===== src/rtl/synth_prog_pkg.sv =====
package synth_prog_pkg;
  localparam int FRAME_W = 21;
  localparam int ADDR_W  = 2;
  localparam int PAY_W   = FRAME_W - ADDR_W;
  localparam int NREG    = 1 << ADDR_W;
  localparam int NCH     = 2;

  typedef enum logic [ADDR_W-1:0] {
    SEL_TEST = 2'b00,
    SEL_MODE = 2'b01,
    SEL_CNT2 = 2'b10,
    SEL_CNT1 = 2'b11
  } reg_sel_e;

  typedef struct packed {
    logic [NCH-1:0] pol_norm;
    logic [NCH-1:0] cp_hiz;
    logic [NCH-1:0] pwr_dn;
  } mode_t;

  localparam int MODE_W = $bits(mode_t);
  localparam logic [PAY_W-1:0] MODE_RST = {{(PAY_W-NCH){1'b0}}, {NCH{1'b1}}};

  function automatic logic [ADDR_W-1:0] frame_addr(input logic [FRAME_W-1:0] f);
    return f[ADDR_W-1:0];
  endfunction

  function automatic logic [PAY_W-1:0] frame_payload(input logic [FRAME_W-1:0] f);
    return f[FRAME_W-1:ADDR_W];
  endfunction

  function automatic mode_t mode_fields(input logic [MODE_W-1:0] low_bits);
    return mode_t'(low_bits);
  endfunction

  function automatic logic [NCH-1:0] cp_enable(input mode_t m);
    return ~m.pwr_dn & ~m.cp_hiz;
  endfunction

  function automatic logic [NCH-1:0] lock_enable(input mode_t m);
    return ~m.pwr_dn;
  endfunction
endpackage


===== src/rtl/sync_pipe.sv =====
module sync_pipe #(
  parameter int W      = 3,
  parameter int STAGES = 2
) (
  input  logic         clk,
  input  logic         rst_n,
  input  logic [W-1:0] pin,
  output logic [W-1:0] level
);
  logic [W-1:0] stage_q [STAGES];

  always_ff @(posedge clk or negedge rst_n) begin
    if (!rst_n) begin
      for (int i = 0; i < STAGES; i++) stage_q[i] <= '0;
    end else begin
      stage_q[0] <= pin;
      for (int i = 1; i < STAGES; i++) stage_q[i] <= stage_q[i-1];
    end
  end

  assign level = stage_q[STAGES-1];
endmodule


===== src/rtl/frame_shifter.sv =====
module frame_shifter
  import synth_prog_pkg::*;
(
  input  logic               clk,
  input  logic               rst_n,
  input  logic               shift_en,
  input  logic               bit_in,
  output logic [FRAME_W-1:0] frame
);
  always_ff @(posedge clk or negedge rst_n) begin
    if (!rst_n)        frame <= '0;
    else if (shift_en) frame <= {frame[FRAME_W-2:0], bit_in};
  end
endmodule


===== src/rtl/reg_bank.sv =====
module reg_bank
  import synth_prog_pkg::*;
(
  input  logic                       clk,
  input  logic                       rst_n,
  input  logic                       wr_en,
  input  logic [ADDR_W-1:0]          wr_addr,
  input  logic [PAY_W-1:0]           wr_data,
  output logic [NREG-1:0]            wr_sel,
  output logic [NREG-1:0][PAY_W-1:0] regs
);
  for (genvar g = 0; g < NREG; g++) begin : g_reg
    localparam logic [PAY_W-1:0] RST_VAL = (g == int'(SEL_MODE)) ? MODE_RST : '0;
    assign wr_sel[g] = wr_en && (wr_addr == ADDR_W'(g));
    always_ff @(posedge clk or negedge rst_n) begin
      if (!rst_n)         regs[g] <= RST_VAL;
      else if (wr_sel[g]) regs[g] <= wr_data;
    end
  end
endmodule


===== src/rtl/synth_prog_bank.sv =====
module synth_prog_bank
  import synth_prog_pkg::*;
#(
  parameter int SYNC_STAGES = 2
) (
  input  logic             clk,
  input  logic             rst_n,
  input  logic             ser_clk,
  input  logic             ser_data,
  input  logic             ser_le,
  output logic [PAY_W-1:0] cnt1_word,
  output logic [PAY_W-1:0] cnt2_word,
  output logic [PAY_W-1:0] test_word,
  output logic [NCH-1:0]   pwr_dn,
  output logic [NCH-1:0]   cp_hiz,
  output logic [NCH-1:0]   pd_normal,
  output logic [NCH-1:0]   cp_oe,
  output logic [NCH-1:0]   lock_oe
);
  logic [2:0] pin_lvl;
  logic       sclk_lvl, data_lvl, le_lvl;
  logic       sclk_d, le_d;
  logic       shift_evt, latch_evt;

  logic [FRAME_W-1:0]            frame;
  logic [NREG-1:0]               wr_sel;
  logic [NREG-1:0][PAY_W-1:0]    regs;
  logic [PAY_W-1:0]              mode_word;
  mode_t                         mode;

  sync_pipe #(.W(3), .STAGES(SYNC_STAGES)) u_sync (
    .clk(clk), .rst_n(rst_n),
    .pin({ser_le, ser_data, ser_clk}),
    .level(pin_lvl)
  );
  assign {le_lvl, data_lvl, sclk_lvl} = pin_lvl;

  always_ff @(posedge clk or negedge rst_n) begin
    if (!rst_n) begin
      sclk_d <= 1'b0;
      le_d   <= 1'b0;
    end else begin
      sclk_d <= sclk_lvl;
      le_d   <= le_lvl;
    end
  end

  // Named internal events, observed by the bound checker.
  assign shift_evt = sclk_lvl && !sclk_d && !le_lvl;
  assign latch_evt = le_lvl && !le_d;

  frame_shifter u_shift (
    .clk(clk), .rst_n(rst_n),
    .shift_en(shift_evt), .bit_in(data_lvl),
    .frame(frame)
  );

  reg_bank u_bank (
    .clk(clk), .rst_n(rst_n),
    .wr_en(latch_evt),
    .wr_addr(frame_addr(frame)),
    .wr_data(frame_payload(frame)),
    .wr_sel(wr_sel),
    .regs(regs)
  );

  assign cnt1_word = regs[SEL_CNT1];
  assign cnt2_word = regs[SEL_CNT2];
  assign test_word = regs[SEL_TEST];
  assign mode_word = regs[SEL_MODE];
  assign mode      = mode_fields(mode_word[MODE_W-1:0]);

  assign pwr_dn    = mode.pwr_dn;
  assign cp_hiz    = mode.cp_hiz;
  assign pd_normal = mode.pol_norm;
  assign cp_oe     = cp_enable(mode);
  assign lock_oe   = lock_enable(mode);
endmodule


===== config.mk =====
export PLATFORM = sky130hd
export DESIGN_NAME = synth_prog_bank
export DESIGN_NICKNAME = d
export VERILOG_FILES = /design/src/rtl/synth_prog_pkg.sv /design/src/rtl/sync_pipe.sv /design/src/rtl/frame_shifter.sv /design/src/rtl/reg_bank.sv /design/src/rtl/synth_prog_bank.sv
export SDC_FILE = /design/constraint.sdc
export NUM_CORES = 1
export LEC_CHECK = 0
export BUFFER_PORTS_ARGS = -buffer_cell sky130_fd_sc_hd__clkbuf_2
export CORE_MARGIN = 4
export CORE_UTILIZATION = 28
export CTS_CLUSTER_SIZE = 25
export DETAILED_ROUTE_END_ITERATION = 12
export GPL_ROUTABILITY_DRIVEN = 0
export PLACE_DENSITY = 0.45
export SETUP_SLACK_MARGIN = 0.5
export SLEW_MARGIN = 20
export SYNTH_ARGS = -nofsm -noshare
export SYNTH_HDL_FRONTEND = slang
export SYNTH_SLANG_ARGS = --single-unit

===== constraint.sdc =====
create_clock -name clk -period 2.2 [get_ports clk]
set_clock_uncertainty 0.15 [all_clocks]
set_input_delay 0.11 -clock clk [delete_from_list [all_inputs] [get_ports clk]]
set_output_delay 0.11 -clock clk [all_outputs]
set_load 0.005 [all_outputs]

==> results of run 1 <==
## where the power goes
group	internal, W	switching (W)
sequential	0.00198	0.000237
clock	0.00102	0.000621
combinational	0.000467	0.000289
total	0.00346	0.00115
## final cells by class
cell class | count | area, µm² | share of cell area
inverter | 2 | 7.51 | 0.00168
multi-input combinational | 91 | 1110 | 0.249
timing repair buffer | 90 | 548 | 0.122
clock buffer | 11 | 243 | 0.0542
clock inverter | 5 | 75.1 | 0.0168
sequential | 92 | 2310 | 0.515
tap | 147 | 184 | 0.0411
## worst register-to-register path: cells and delay by family (launching register included)
kind	cells	cell delay [ns]
simple gates	1	0.35
mux	1	0.30
buf+inv	2	0.35
flops	1	0.44
## registers in the layout, summed over array words and instances, names as in the netlist
| signal | flops |
|---|---|
| sclk_d | 1 |
| u_sync.stage_q | 3 |
| le_d | 1 |
| u_bank.regs | 63 |
| u_shift.frame | 21 |
| u_sync.level | 3 |
## cell usage after synthesis
| cell type | count |
|---|---|
| buf_6 | 3 |
| inv_1 | 2 |
| buf_12 | 1 |
| nor3b_1 | 1 |
| dfstp_2 | 2 |
| and4bb_2 | 1 |
| nand4b_1 | 1 |
| nor4b_2 | 1 |
| buf_4 | 3 |
| mux2_2 | 64 |
| dfrtp_1 | 90 |
| nor2_1 | 2 |
| mux2_4 | 10 |
| and4bb_1 | 1 |
| mux2_1 | 10 |
| buf_2 | 2 |
## metal layers
layer / share of wire / wire, µm
met1: 0.47 / 3390
met2: 0.46 / 3310
met3: 0.062 / 449
met4: 0.015 / 110
met5: 0 / 0
## repair_timing
item                                    4_1_cts  5_1_grt
resized for setup                             3       21
gates cloned                                  0        1
endpoints found under the hold margin        93        0
endpoints found under the setup margin       35       33
hold buffers                                  4        0
buffers inserted                              2        2
pin swaps                                     0        1
## final timing paths
path	end	depth (start not counted)	startpoint
max in group asynchronous	u_bank.regs[7]	3	rst_n
setup reg to reg	u_bank.regs[17]	4	u_shift.frame[1]
min in group clk	u_sync.level[2]	0	u_sync.stage_q[5]
hold reg to reg	u_sync.level[2]	0	u_sync.stage_q[5]
hold / removal	u_bank.regs[14]	2	rst_n
setup / recovery	u_bank.regs[17]	4	u_shift.frame[1]
## cells by family (layout without fill, tap and decap cells)
kind of cell	after synthesis	count (layout)	synth area share
buffers and inverters	11	108	0.0272
DFF	92	92	0.669
muxes	84	84	0.285
and+or+nand+nor	7	7	0.0185
## through the flow
stage / setup slack (ns) / hold WS [ns] / area, µm²
floorplan: 0.634 / -0.336 / 3450
global placement: 0.437 / -0.179 / 4000
detailed placement: 0.429 / -0.179 / 4000
CTS: 0.505 / 0.00770 / 4390
global route: 0.444 / 0.0161 / 4480
finish: 0.492 / 0.0163 / 4480
==> metrics.yaml, run 1 <==
syn_inst: 194
crit_slowest_cell: "dfrtp_2"
path_delay_family: "flip-flops"
slowest_delay_ns: 0.44
crit_arrival_ns: 1.78
hp-class: "in2async"
finalHoldViolations: 0
synth_nets: 199
cts_tree: "done"
synth.largest_area_cell: "dfrtp_1"
firstDrtPassIters: 4
start_kind: "flop"
synth_area_per_cell_um2: 17.8
slew-limit-headroom: 0.756
nNetsFinal: 291
synth_top_area_frac: 0.654
crit_type: "reg2reg"
ys_seq_area_frac: 0.669
clockRootBuffer: "clkbuf_16"
path_cells: "nor4b_4 > buf_4 > buf_8 > mux2_4"
powerDensity_nw_per_um2: 1030
use_met3: 0.0437
final_cell_mix: "dfrtp_1, clkbuf_2, mux2_2"
p_leak_nw: 2.31
start_util: 0.287
end_kind: "flop"
synth_area_leaders: "dfrtp_1, mux2_2, mux2_4"
drive_gt1_frac: 0.649
grt_overflow: 0
fp.dieArea_um2: 14100
ys_types: 16
yosysWarnings: 0
core_area_um2: 12000
hpwl_um: 4750
ys_ff_latch: 92
netlist_area_um2: 3450
grt_pass1_wl_um: 12000
instances_no_fill: 438
htreeDepth: 3
area_delta_synth_final_pct: 30.0
portBuffers: 71
fin_util: 0.373
die_w_um: 119
routedWlPerCell_um: 16.6
required_ns: 2.27
tns_ns: 0
final_common_cell: "dfrtp_1"
wirelength_um: 7260
die_h_um: 119
clock_latency_ns: 0.33
dpl.cell_count: 413
cts_buffers: 9
first_global_vias: 2101
n_fill_cell: 1168
setup_viol: 0
rsz0062_at_grt: "yes"
cp_max_fo: 5
critPathBufInv: 2
antenna_found_initial: 0
totalPowerFinal_w: 0.00461
ir_worst_vdd_mv: 0.590
max_freq_mhz: 586
placement_rows: 40
met1_usage: 0.145
clock_path_buffers: 2
clk_pin_slew_ns: 0.06
regToRegSetupSlack_ns: 0.49
clock_sinks: 92
grtUsageTotal: 0.109
slew_viol_final: 0
period_share: 0.776
grt_start_max_net_pins: 54
vias_per_cell: 4.41
ant_nets: 0
drcViolationCount: 0
ios: 72
use_met2: 0.162
top_usage_layer: "met2"
drtIter0Drc: 105
status: "finished, final reports clean"
final.min_clock_period_ns: 1.71
drv_cap: 0
via_count: 1930
antenna_cells: 0
worst_pin_slew_ns: 0.366
No activity file was read; power rests on OpenSTA's default activity.
==> inputs of run 2 (changes only) <==
--- a/config.mk
+++ b/config.mk
@@ -11,7 +11,7 @@
 export CTS_CLUSTER_SIZE = 25
 export DETAILED_ROUTE_END_ITERATION = 12
 export GPL_ROUTABILITY_DRIVEN = 0
-export PLACE_DENSITY = 0.45
+export PLACE_DENSITY = 0.47
 export SETUP_SLACK_MARGIN = 0.5
 export SLEW_MARGIN = 20
 export SYNTH_ARGS = -nofsm -noshare
==> constraint.sdc (replaced) <==
create_clock -name clk -period 1.4 [get_ports clk]
set_clock_uncertainty 0.15 [all_clocks]
set_input_delay 0.07 -clock clk [delete_from_list [all_inputs] [get_ports clk]]
set_output_delay 0.07 -clock clk [all_outputs]
set_load 0.005 [all_outputs]
==> run 2 against run 1 <==
  * The flow now finishes with violations (negative hold slack, negative setup slack)
  * Sequential cell count unchanged
  * Fmax increased by 8.0%
  * Cell count increased by 5.7%
  * Critical endpoint is now u_bank.regs[9]
  * Largest cell class unchanged
==> metrics.yaml, run 2 (synthesis results as in run 1) <==
status: "finished, violations left"  # was finished, final reports clean
violations: "negative hold slack, negative setup slack"
start_kind: "flop"  # unchanged
slew_viol_final: 0  # unchanged
clock_sinks: 92  # unchanged
worst_pin_slew_ns: 0.265  # was 0.366 ns
rsz0062_at_grt: "yes"  # unchanged
regToRegSetupSlack_ns: -0.18  # was 0.49 ns
postCtsHoldBufs: 3  # was 4
grt_overflow: 0  # unchanged
finalHoldViolations: 90  # was 0
fin_util: 0.405  # was 0.373
r2r-start: "le_d"  # was u_shift.frame[1]
totalPowerFinal_w: 0.00731  # was 0.00461 W
cp_max_fo: 12  # was 5
cts_buffers: 9  # unchanged
required_ns: 1.46  # was 2.27 ns
core_area_um2: 12000  # unchanged
whs_ns: -0.546  # was 0.0163 ns
place_ws_ns: -0.205  # was 0.429 ns
first_global_vias: 2162  # was 2,101
grt_start_max_net_pins: 48  # was 54
hp-class: "in2async"  # unchanged
grt_pass1_wl_um: 12400  # was 12,000 µm
clockRootBuffer: "clkbuf_16"  # unchanged
area_delta_synth_final_pct: 41.0  # was 30.0%
drv_cap: 0  # unchanged
hpwl_um: 4870  # was 4750 µm
antenna_cells: 0  # unchanged
routedWlPerCell_um: 16.2  # was 16.6 µm
crit_arrival_ns: 1.64  # was 1.78 ns
drcViolationCount: 0  # unchanged
timing.rr.end: "u_bank.regs[9]"  # was u_bank.regs[17]
place_area_um2: 4250  # was 4000 µm²
use_met3: 0.0204  # was 0.0437
die_h_um: 119  # unchanged
reg_top3: "u_bank.regs (63), u_shift.frame (21)"  # unchanged
startpoint: "le_d"  # was u_shift.frame[1]
ios: 72  # unchanged
nNetsFinal: 316  # was 291
slew-limit-headroom: 0.823  # was 0.756
drive_gt1_frac: 0.665  # was 0.649
vias_per_cell: 4.31  # was 4.41
grtUsageTotal: 0.113  # was 0.109
top_usage_layer: "met2"  # unchanged
final_common_cell: "dfrtp_1"  # unchanged
final_design_area_no_fill_um2: 4860  # was 4480 µm²
fp.dieArea_um2: 14100  # unchanged
largest_reg_flops: 63  # unchanged
powerDensity_nw_per_um2: 1500  # was 1030 nW/µm²
clk_pin_slew_ns: 0.06  # about the same
crit_type: "reg2reg"  # unchanged
ir_worst_vdd_mv: 0.583  # was 0.590 mV
ff2ff_path_depth: 3  # was 4
use_met2: 0.166  # was 0.162
instances_no_fill: 463  # was 438
setup_viol: 84  # was 0
top_register: "u_bank.regs"  # unchanged
start_util: 0.287  # unchanged
met1_usage: 0.156  # was 0.145
ant_nets: 0  # unchanged
portBuffers: 71  # unchanged
max_freq_mhz: 633  # was 586 MHz
antenna_found_initial: 0  # unchanged
cts_tree: "done"  # unchanged
drtIter0Drc: 42  # was 105
final.min_clock_period_ns: 1.58  # was 1.71 ns
final_cell_mix: "dfrtp_1, mux2_4, clkbuf_2"  # was dfrtp_1, clkbuf_2, mux2_2
firstDrtPassIters: 4  # unchanged
placement_rows: 40  # unchanged
clock_path_buffers: 2  # unchanged
dpl.cell_count: 417  # was 413
period_share: 1.13  # was 0.776
cp-endpoint: "u_bank.regs[9]"  # was u_bank.regs[17]
die_w_um: 119  # unchanged
via_count: 1997  # was 1,930
htreeDepth: 3  # unchanged
clock_latency_ns: 0.33  # about the same
fin_ws_ns: -0.180  # was 0.492 ns
end_kind: "flop"  # unchanged
p_leak_nw: 2.57  # was 2.31 nW
wirelength_um: 7490  # was 7260 µm
-- run 2: cell types whose count changed in the layout (fill, tap and decap cells not counted), moves of 18 or more --
cell | before | now
mux2_4 | 24 | 61
buf_4 | 10 | 28
mux2_2 | 56 | 13
buf_2 | 1 | 28
clkbuf_2 | 70 | 42
-- run 2: how the worst min path moves through the flow --
stage	startpoint	to	slack, ns	cells past startpoint
global placement	rst_n	u_bank.regs[72]	-0.19	1
global route	rst_n	u_bank.regs[51]	-0.54	1
floorplan	rst_n	le_d	-0.38	0
CTS	rst_n	u_bank.regs[72]	-0.56	1
detailed placement	rst_n	u_bank.regs[72]	-0.19	1
finish	rst_n	u_bank.regs[72]	-0.55	1
-- run 2: through the flow --
stage | hold WS (ns) | setup TNS (ns)
3_3_place_gp | -0.193 | -11.97
5_1_grt | -0.545 | -14.22
6_report | -0.546 | -10.22
4_1_cts | -0.558 | -10.69
3_5_place_dp | -0.191 | -13.42
2_1_floorplan | -0.376 | -5.13
-- run 2: power by group --
group / internal (W) / switching [W]
logic: 0.00113 / 0.000513
clock network: 0.00125 / 0.000922
registers: 0.00311 / 0.000393
total: 0.00548 / 0.00183
-- run 2: repair_timing --
action / 4_1_cts / 5_1_grt
pin swaps: 2 / 0
buffers inserted: 22 / 4
cloned: 1 / 0
endpoints found under the setup margin: 151 / 151
hold endpoints to repair: 93 / 90
resized for setup: 25 / 33
-- run 2: per-layer routing --
metal	vias to the layer above	routed length, µm
met5	-	0
met4	0	124
met3	8	204
met2	33	3610
met1	1041	3550
li1	915	-
-- run 2: final cells by class --
class / instances / area, µm²
flip-flops and latches: 92 / 2310
inverters: 2 / 7.51
multi-input cells: 91 / 1260
fillers: 1143 / 7150
clock inverters: 2 / 10.0
well taps: 147 / 184
repair buffers: 115 / 835
clock buffers: 14 / 254
-- run 2: worst max-delay path, stage by stage, from the launching register on --
cell	delay, ns
dfrtp_1	0.41
nor4b_4	0.34
buf_6	0.21
mux2_1	0.34
==> inputs of run 3 (changes only) <==
==> constraint.sdc (replaced) <==
create_clock -name clk -period 1.4 [get_ports clk]
set_clock_uncertainty 0.15 [all_clocks]
set_input_delay 0.28 -clock clk [delete_from_list [all_inputs] [get_ports clk]]
set_output_delay 0.28 -clock clk [all_outputs]
set_load 0.005 [all_outputs]
==> run 3 against run 2 <==
  * The run still ends with negative hold slack, negative setup slack left
  * Worst setup slack worse by 0.0012 ns
  * Cell count up 4.3%
  * Combinational power increased by 5%
  * Core utilization is 1.7 points higher
  * Hold slack better by 0.24 ns
  * Critical endpoint is now u_bank.regs[6]
  * Largest power group unchanged
==> metrics.yaml, run 3 (synthesis results as in run 1) <==
status: "finished, violations left"  # unchanged
violations: "negative hold slack, negative setup slack"  # unchanged
cts_tree: "done"  # unchanged
fin_ws_ns: -0.182  # was -0.180 ns
n_fill_cell: 1134  # was 1,143
die_w_um: 119  # unchanged
drcViolationCount: 0  # unchanged
grt_start_max_net_pins: 31  # was 48
clock_path_buffers: 2  # unchanged
finalHoldViolations: 90  # unchanged
max_freq_mhz: 632  # was 633 MHz
core_area_um2: 12000  # unchanged
period_share: 1.13  # about the same
fin_util: 0.422  # was 0.405
routedWlPerCell_um: 15.4  # was 16.2 µm
clock_latency_ns: 0.33  # about the same
clockRootBuffer: "clkbuf_16"  # unchanged
slew-limit-headroom: 0.789  # was 0.823
reg_top3: "u_bank.regs (63), u_shift.frame (21)"  # unchanged
grtUsageTotal: 0.109  # was 0.113
end_kind: "flop"  # unchanged
worst_pin_slew_ns: 0.316  # was 0.265 ns
hp-class: "in2async"  # unchanged
r2r-start: "u_shift.frame[1]"  # was le_d
firstDrtPassIters: 4  # unchanged
whs_ns: -0.308  # was -0.546 ns
final.min_clock_period_ns: 1.58  # about the same
clock_sinks: 92  # unchanged
cp_max_fo: 19  # was 12
final_cell_mix: "dfrtp_1, mux2_4, clkbuf_2"  # unchanged
final_common_cell: "dfrtp_1"  # unchanged
first_global_vias: 2210  # was 2,162
fp.dieArea_um2: 14100  # unchanged
top_register: "u_bank.regs"  # unchanged
portBuffers: 71  # unchanged
largest_reg_flops: 63  # unchanged
cts_buffers: 9  # unchanged
crit_arrival_ns: 1.65  # was 1.64 ns
ant_nets: 0  # unchanged
slew_viol_final: 0  # unchanged
p_leak_nw: 2.70  # was 2.57 nW
via_count: 2059  # was 1,997
hpwl_um: 4700  # was 4870 µm
crit_type: "reg2reg"  # unchanged
htreeDepth: 3  # unchanged
wirelength_um: 7440  # was 7490 µm
postCtsHoldBufs: 3  # unchanged
grt_overflow: 0  # unchanged
ios: 72  # unchanged
start_kind: "flop"  # unchanged
drive_gt1_frac: 0.699  # was 0.665
setup_viol: 90  # was 84
startpoint: "u_shift.frame[1]"  # was le_d
required_ns: 1.47  # was 1.46 ns
drtIter0Drc: 77  # was 42
drv_cap: 0  # unchanged
final_design_area_no_fill_um2: 5070  # was 4860 µm²
die_h_um: 119  # unchanged
place_ws_ns: -0.203  # was -0.205 ns
vias_per_cell: 4.26  # was 4.31
antenna_found_initial: 0  # unchanged
grt_pass1_wl_um: 12100  # was 12,400 µm
area_delta_synth_final_pct: 47.1  # was 41.0%
nNetsFinal: 336  # was 316
place_area_um2: 4260  # was 4250 µm²
antenna_cells: 0  # unchanged
start_util: 0.287  # unchanged
clk_pin_slew_ns: 0.06  # about the same
powerDensity_nw_per_um2: 1540  # was 1500 nW/µm²
rsz0062_at_grt: "yes"  # unchanged
ir_worst_vdd_mv: 0.759  # was 0.583 mV
placement_rows: 40  # unchanged
==> run 3: timing repair <==
action	4_1_cts	5_1_grt
pin swaps	2	3
endpoints found under the hold margin	58	18
resized for setup	19	37
gates cloned	3	1
setup endpoints to repair	151	151
buffers inserted	29	15
==> run 3: layer usage <==
layer / wire (µm) / vias to the layer above / GRT usage
met3: 254 / 10 / 0.0223
li1: - / 958 / -
met5: 0 / - / 0
met1: 3410 / 1058 / 0.145
met4: 155 / 0 / 0.0521
met2: 3610 / 33 / 0.170
==> run 3: worst paths after layout <==
| kind | cells after the start | to | slack, ns |
|---|---|---|---|
| max in group asynchronous | 2 | u_bank.regs[20] | 0.90 |
| hold / removal | 1 | u_bank.regs[15] | -0.31 |
| min in group clk | 0 | u_sync.level[0] | 0.20 |
| hold reg to reg | 0 | u_sync.level[0] | 0.20 |
| setup / recovery | 3 | u_bank.regs[6] | -0.18 |
| setup reg to reg | 3 | u_bank.regs[6] | -0.18 |
==> run 3: cell type report <==
class                   instances  area [µm²]  area share
flip-flops and latches         92        2310       0.456
multi-input cells              91        1250       0.247
repair buffers                135         988       0.195
clock buffers                  10         239      0.0472
well taps                     147         184      0.0363
clock inverters                 6        87.6      0.0173
inverters                       2        7.51     0.00148
==> run 3: power breakdown <==
part,internal (W),total [W],switching [W]
sequential,0.00311,0.00351,0.000400
combinational,0.00120,0.00172,0.000527
clock,0.00161,0.00259,0.000979
total,0.00591,0.00782,0.00191
==> run 3: worst max-delay path, cell delays in order (launching register included) <==
cell and delay [ns]:
dfrtp_2 0.44, nor4b_4 0.31, buf_12 0.22, mux2_2 0.35
==> run 3: through the flow <==
step / total power [W] / TNS (ns) / instances
after global placement: 0.00492 / -9.65 / 416
after CTS: 0.00789 / -12.99 / 467
after detailed placement: 0.00493 / -10.91 / 416
after global routing: 0.00824 / -14.49 / 483
after floorplan: 0.00424 / -5.13 / 194
final: 0.00782 / -10.35 / 483
